$ cat src/rtl/hrst_pkg.sv
package hrst_pkg;
   typedef enum logic [1:0] {
      HRST_IDLE   = 2'd0,
      HRST_HOT    = 2'd1,
      HRST_DETECT = 2'd2
   } hrst_state_e;
endpackage

$ cat src/rtl/hrst_pair_det.sv
module hrst_pair_det #(
   parameter int PAIR_LEN = 2
) (
   input  logic clk,
   input  logic rst,
   input  logic active,
   input  logic ts_valid,
   input  logic ts_hot,
   input  logic ts_match,
   output logic pair_hit
);
   localparam int CW = $clog2(PAIR_LEN + 1);

   logic [CW-1:0] run_q;
   logic          good;

   assign good     = ts_valid & ts_hot & ts_match;
   assign pair_hit = active & good & (run_q == CW'(PAIR_LEN - 1));

   always_ff @(posedge clk) begin
      if (rst || !active) begin
         run_q <= '0;
      end else if (ts_valid) begin
         if (!(ts_hot && ts_match)) begin
            run_q <= '0;
         end else if (pair_hit) begin
            run_q <= '0;
         end else begin
            run_q <= run_q + 1'b1;
         end
      end
   end
endmodule

$ cat src/rtl/hrst_timer.sv
module hrst_timer #(
   parameter int TIMEOUT_CYCLES = 500000
) (
   input  logic clk,
   input  logic rst,
   input  logic load,
   input  logic run,
   output logic expired
);
   localparam int TW = $clog2(TIMEOUT_CYCLES + 1);

   logic [TW-1:0] left_q;

   assign expired = (left_q == '0);

   always_ff @(posedge clk) begin
      if (rst) begin
         left_q <= '0;
      end else if (load) begin
         left_q <= TW'(TIMEOUT_CYCLES);
      end else if (run && !expired) begin
         left_q <= left_q - 1'b1;
      end
   end
endmodule

$ cat src/rtl/hrst_fsm.sv
module hrst_fsm
   import hrst_pkg::*;
#(
   parameter bit LINKUP_RST = 1'b1
) (
   input  logic        clk,
   input  logic        rst,
   input  logic        enter_req,
   input  logic        hold_req,
   input  logic        pair_hit,
   input  logic        leave_req,
   output hrst_state_e state,
   output logic        hot,
   output logic        enter_now,
   output logic        confirm_seen,
   output logic        detect_pulse,
   output logic        link_up
);
   logic leave;

   assign hot       = (state == HRST_HOT);
   assign enter_now = !hot && enter_req;
   assign leave     = hot && !hold_req && leave_req;

   always_ff @(posedge clk) begin
      if (rst) begin
         state        <= HRST_IDLE;
         detect_pulse <= 1'b0;
         link_up      <= LINKUP_RST;
         confirm_seen <= 1'b0;
      end else begin
         detect_pulse <= leave;
         if (enter_now) begin
            state <= HRST_HOT;
         end else if (leave) begin
            state <= HRST_DETECT;
         end
         if (pair_hit) begin
            link_up <= 1'b0;
         end
         if (!hot || leave) begin
            confirm_seen <= 1'b0;
         end else if (pair_hit) begin
            confirm_seen <= 1'b1;
         end
      end
   end
endmodule

$ cat src/rtl/hot_reset_ctrl.sv
module hot_reset_ctrl
   import hrst_pkg::*;
#(
   parameter int TIMEOUT_CYCLES = 500000,
   parameter int PAIR_LEN       = 2,
   parameter bit IS_UPSTREAM    = 1'b0,
   parameter bit LINKUP_RST     = 1'b1
) (
   input  logic       clk,
   input  logic       rst,
   input  logic       ts_valid,
   input  logic       ts_hot,
   input  logic       ts_match,
   input  logic       hold_req,
   input  logic       enter_req,
   output logic       tx_hot_ts,
   output logic       link_up,
   output logic [1:0] state_o,
   output logic       detect_pulse
);
   if (TIMEOUT_CYCLES < 1) begin : g_bad_timeout
      $error("TIMEOUT_CYCLES must be at least 1");
   end
   if (PAIR_LEN < 1) begin : g_bad_pair
      $error("PAIR_LEN must be at least 1");
   end

   hrst_state_e state;
   logic hot, enter_now, seen, pair_hit, expired, leave_req, restart, tmr_load;

   if (IS_UPSTREAM) begin : g_up
      assign leave_req = expired & ~pair_hit;
      assign restart   = pair_hit;
   end else begin : g_dn
      assign leave_req = expired | pair_hit | seen;
      assign restart   = 1'b0;
   end

   assign tmr_load = enter_now | (hot & (hold_req | restart));

   hrst_pair_det #(.PAIR_LEN(PAIR_LEN)) u_pair (
      .clk      (clk),
      .rst      (rst),
      .active   (hot),
      .ts_valid (ts_valid),
      .ts_hot   (ts_hot),
      .ts_match (ts_match),
      .pair_hit (pair_hit)
   );

   hrst_timer #(.TIMEOUT_CYCLES(TIMEOUT_CYCLES)) u_tmr (
      .clk     (clk),
      .rst     (rst),
      .load    (tmr_load),
      .run     (hot),
      .expired (expired)
   );

   hrst_fsm #(.LINKUP_RST(LINKUP_RST)) u_fsm (
      .clk          (clk),
      .rst          (rst),
      .enter_req    (enter_req),
      .hold_req     (hold_req),
      .pair_hit     (pair_hit),
      .leave_req    (leave_req),
      .state        (state),
      .hot          (hot),
      .enter_now    (enter_now),
      .confirm_seen (seen),
      .detect_pulse (detect_pulse),
      .link_up      (link_up)
   );

   assign tx_hot_ts = hot;
   assign state_o   = state;
endmodule

$ cat config.mk
export PLATFORM = sky130hd
export DESIGN_NAME = hot_reset_ctrl
export DESIGN_NICKNAME = d
export VERILOG_FILES = /design/src/rtl/hrst_pkg.sv /design/src/rtl/hrst_pair_det.sv /design/src/rtl/hrst_timer.sv /design/src/rtl/hrst_fsm.sv /design/src/rtl/hot_reset_ctrl.sv
export SDC_FILE = /design/constraint.sdc
export NUM_CORES = 1
export LEC_CHECK = 0
export BUFFER_PORTS_ARGS = -buffer_cell sky130_fd_sc_hd__clkbuf_2
export CAP_MARGIN = 20
export CORE_MARGIN = 2
export CORE_UTILIZATION = 50
export DETAILED_ROUTE_END_ITERATION = 6
export PLACE_DENSITY = 0.8
export SLEW_MARGIN = 0
export SYNTH_ARGS = -nofsm -noshare
export SYNTH_HDL_FRONTEND = slang
export SYNTH_SLANG_ARGS = --single-unit
export TNS_END_PERCENT = 5
$ cat constraint.sdc
create_clock -name clk -period 3.2 [get_ports clk]
set_input_delay 0.16 -clock clk [delete_from_list [all_inputs] [get_ports clk]]
set_output_delay 0.16 -clock clk [all_outputs]
set_load 0.01 [all_outputs]
==> flow_metrics.py <==
metrics = {
    "routing": {
        "antenna_violating_nets_post_route": 0,
        "totalWireLength_mm": 2.58,
        "met2_length_mm": 1.33,
        "detail_route.wl_per_cell_um": 14.7,
        "route.detailed.drc": 0,
        "route.vias.total": 1032,
        "avgViaCountPerCell": 5.90,
        "drt_first_iter_violations": 18,
        "firstDrtPassIters": 4,
        "route.top_layer_used": "met4",
        "post_route_m1_wl_mm": 1.15,
        "met3_wire_length_um": 57,
    },
    "clock_tree": {
        "max-clock-path-buffers": 2,
        "clk_root_buffer_cell": "sky130_fd_sc_hd__clkbuf_4",
        "htreeDepth": 1,
        "post_cts_hold_buffers": 0,
        "clk_slew_on_worst_s_h_paths_ns": 0.14,
        "cts_buffers": 3,
        "cts.repair.resized": 0,
        "cts_setup_buffers": 0,
        "cts_tree": "built",
        "clkSinkCount": 26,
        "worst_skew_pair_later_pin_latency_ns": 0.32,
    },
    "worst_hold_path": {
        "min_from": "hold_req",
        "hp-class": "in -> reg",
        "min_to": "u_fsm.confirm_seen$_SDFFE_PP0P_",
        "hold_depth": 3,
    },
    "outcome": {
        "status": "complete, no violations",
    },
    "logic_synthesis": {
        "synth_cell_types": 41,
        "ys_dominant_reg_cell": "sky130_fd_sc_hd__dfxtp_1",
        "netlist_instances": 134,
        "simple_gate_portion_of_the_synthesized_area_pct": 28.3,
        "synth_top_area_share_pct": 42.8,
        "synth_top_family_by_area": "simple AND/OR/NAND/NOR gates",
        "post_synth.cell_area_avg_um2": 9.09,
        "synth-edff-count": 0,
        "async_sr_flop_fraction_pct": 0,
        "share_of_the_yosys_chip_area_belonging_to_registers_pct": 42.8,
        "synth_area_leader_cell": "sky130_fd_sc_hd__dfxtp_1",
        "post_synth_fa_ha_maj_area_fraction_pct": 2.06,
        "yosys-top-cells-area": "sky130_fd_sc_hd__dfxtp_1 43%, sky130_fd_sc_hd__xor2_1 4.3%, sky130_fd_sc_hd__nor2_1 3.7%",
        "synth-compound-area-share_pct": 16.1,
        "synthMuxAreaShare_pct": 1.75,
        "syn_area_um2": 1220,
        "most_common_cell_in_the_synthesized_netlist": "sky130_fd_sc_hd__dfxtp_1",
        "syn_nets": 143,
        "yosys-top-cells-count": "26 x sky130_fd_sc_hd__dfxtp_1, 12 x sky130_fd_sc_hd__nor2_1, 7 x sky130_fd_sc_hd__a21oi_1, 6 x sky130_fd_sc_hd__nor3_1, 6 x sky130_fd_sc_hd__xor2_1",
        "synth-warning-count": 0,
        "post_synth_xor_area_fraction_pct": 7.19,
        "number_of_flip_flops_and_latches_in_the_synthesized_netlist": 26,
    },
    "flow_run": {
        "maxCapViolations": 0,
    },
    "global_route": {
        "gr-usage-all-layers_pct": 21.9,
        "vias_in_the_first_global_route": 1032,
        "antenna_found_initial": 0,
        "grt_pass1_wl_mm": 4.49,
        "grt_overflow_total": 0,
        "maximum_number_of_pins_on_one_net_before_global_route_repair": 15,
    },
    "timing": {
        "hold_violations": 0,
        "timing.final.setup_violations": 0,
        "pins_over_their_slew_limit": 0,
        "finalClockSkew_ns": 0.00169,
        "fmax_mhz": 420,
        "max_slew_margin_pct": 50.8,
        "rsz0062_at_grt": "no",
        "final.hold.worst_slack_ns": 0.0661,
        "period_share_pct": 74.4,
        "worst_pin_slew_ns": 0.717,
        "post-route-min-period_ns": 2.38,
        "totalNegativeSetupSlack_ns": 0,
    },
    "layout": {
        "area.growth.synth_to_final_pct": 9.76,
        "post_route_cells_drive_above_1_share_pct": 18.4,
        "post-route-util_pct": 59.3,
        "nNetsFinal": 157,
        "fillers": 205,
        "finalInstanceArea_um2": 1340,
        "antenna_cells_inserted": 0,
    },
    "placement": {
        "placed_wire_length_estimate_mm": 1.87,
        "port_buffers": 11,
        "placed_area_um2": 1300,
        "gp_routability_congestion": 0.778,
    },
    "critical_path": {
        "rr_endpoint": "u_tmr.left_q[17]$_SDFFE_PP0P_",
        "r2r-start": "u_tmr.left_q[5]$_SDFFE_PP0P_",
        "cp_slowest_cell": "sky130_fd_sc_hd__or4_4",
        "critPathCaptureType": "flip-flop",
        "critical_path_required_ns": 3.46,
        "r2r_slack_ns": 0.82,
        "critical-path-top-cell-by-count": "sky130_fd_sc_hd__or4_4",
        "kind_of_cell_with_the_highest_combined_delay_on_the_critical_path": "simple AND/OR/NAND/NOR gates",
        "reg2regPathDepth": 5,
        "critPathMaxFanout": 6,
        "worst-setup-path-type": "reg -> reg",
        "startpoint_type_of_the_worst_setup_path": "flip-flop",
        "cp_data_arrival_time_ns": 2.64,
        "critical_path.n_buffers_inverters": 0,
        "cell_chain_of_the_critical_path": "or4_4, or3_1, or4_4, or4_1, a31oi_1",
        "slowest_delay_ns": 0.56,
    },
    "floorplan": {
        "design.portCount": 12,
        "dieWidth_um": 53.3,
        "die_y_um": 53.3,
        "core_region_area_um2": 2250,
        "fp.dieArea_um2": 2850,
        "floorplan_row_count": 17,
        "initial_core_util_pct": 54.0,
    },
    "pwr": {
        "p_per_area_nw_per_um2": 500,
        "max-vdd-ir-drop_v": 0.000293,
        "cellLeakagePower_uw": 0.000490,
    },
}
==> state kept, by name (all words and copies together) (netlist names) <==
name                count
u_fsm.confirm_seen      1
u_fsm.detect_pulse      1
u_fsm.link_up           1
u_fsm.state             2
u_pair.run_q            2
u_tmr.left_q           19
==> worst min-delay path: stages <==
cell and delay [ns]:
sky130_fd_sc_hd__clkbuf_2 0.10, sky130_fd_sc_hd__nand2_1 0.06, sky130_fd_sc_hd__nor2_1 0.04
==> layout by cell type (no fill, tap or decap), drive strengths merged <==
| cell | netlist | final |
|---|---|---|
| dfxtp | 26 | 26 |
| clkbuf | 2 | 15 |
| nor2 | 12 | 12 |
| a21oi | 7 | 7 |
| or3 | 7 | 7 |
| nor3 | 6 | 6 |
| xor2 | 6 | 6 |
| o21ai | 6 | 6 |
| or4 | 5 | 5 |
| nand2b | 4 | 4 |
| xnor2 | 4 | 4 |
| nand2 | 4 | 4 |
| a31oi | 4 | 4 |
| inv | 3 | 3 |
| nor4 | 3 | 3 |
| o211ai | 3 | 3 |
| nor3b | 2 | 2 |
| nand4 | 2 | 2 |
| nor4b | 2 | 2 |
| and2 | 2 | 2 |
| or2 | 2 | 2 |
| nand3 | 2 | 2 |
| and3 | 2 | 2 |
| a211oi | 2 | 2 |
| o31ai | 2 | 2 |
| ha | 2 | 2 |
| clkinv | 1 | 1 |
| mux2i | 1 | 1 |
| o31a | 1 | 1 |
| o21ba | 1 | 1 |
| o41ai | 1 | 1 |
| or3b | 1 | 1 |
| o2111ai | 1 | 1 |
| or4b | 1 | 1 |
| a21o | 1 | 1 |
| nor2b | 1 | 1 |
| a22o | 1 | 1 |
| mux2 | 1 | 1 |
==> layer usage <==
| metal | global-route usage (%) | up-vias |
|---|---|---|
| met5 | 0 | - |
| met4 | 12.4 | 0 |
| met3 | 2.82 | 4 |
| met2 | 37.7 | 13 |
| met1 | 25.9 | 489 |
| li1 | - | 526 |
==> worst max path at each step <==
stage / depth (start not counted) / to / startpoint / slack [ns]
after CTS: 5 / u_tmr.left_q[7]$_SDFFE_PP0P_ / u_fsm.state[1]$_SDFFE_PP0P_ / 0.79
after global routing: 5 / u_tmr.left_q[7]$_SDFFE_PP0P_ / u_fsm.state[1]$_SDFFE_PP0P_ / 0.57
after detailed placement: 5 / u_tmr.left_q[7]$_SDFFE_PP0P_ / u_fsm.state[1]$_SDFFE_PP0P_ / 0.85
after global placement: 5 / u_tmr.left_q[17]$_SDFFE_PP0P_ / u_tmr.left_q[5]$_SDFFE_PP0P_ / 0.92
after floorplan: 5 / u_tmr.left_q[15]$_SDFFE_PP0P_ / u_tmr.left_q[5]$_SDFFE_PP0P_ / 0.95
final: 5 / u_tmr.left_q[17]$_SDFFE_PP0P_ / u_tmr.left_q[5]$_SDFFE_PP0P_ / 0.82
==> metrics by stage <==
| step | std cells | worst slack, ns | power, uW |
|---|---|---|---|
| after floorplan | 134 | 0.950 | 472 |
| after global placement | 171 | 0.915 | 500 |
| after detailed placement | 171 | 0.848 | 507 |
| after CTS | 175 | 0.792 | 673 |
| after global routing | 175 | 0.572 | 710 |
| final | 175 | 0.818 | 668 |
==> where the power goes <==
part	switching (uW)	internal [uW]	leakage, uW
Sequential	19.9	343	0.000213
Clock	96.5	69.7	0.0000210
Combinational	79.2	60.1	0.000256
==> logic make-up after synthesis <==
group | after synthesis
xor gates and xnor gates | 10
and+or+nand+nor | 58
DFF | 26
adders and majority gates | 2
buffers and inverters | 6
AOI/OAI and AO/OA | 30
muxes | 2
==> area by class of cell <==
class,instances,area (um^2),share of cell area (%)
multi-input combinational,102,674,50.5
sequential,26,520,39.0
timing repair buffer,11,55.1,4.12
inverter,4,15.0,1.12
clock buffer,4,36.3,2.72
tap,28,35.0,2.62
No activity file was read; power rests on OpenSTA's default activity.
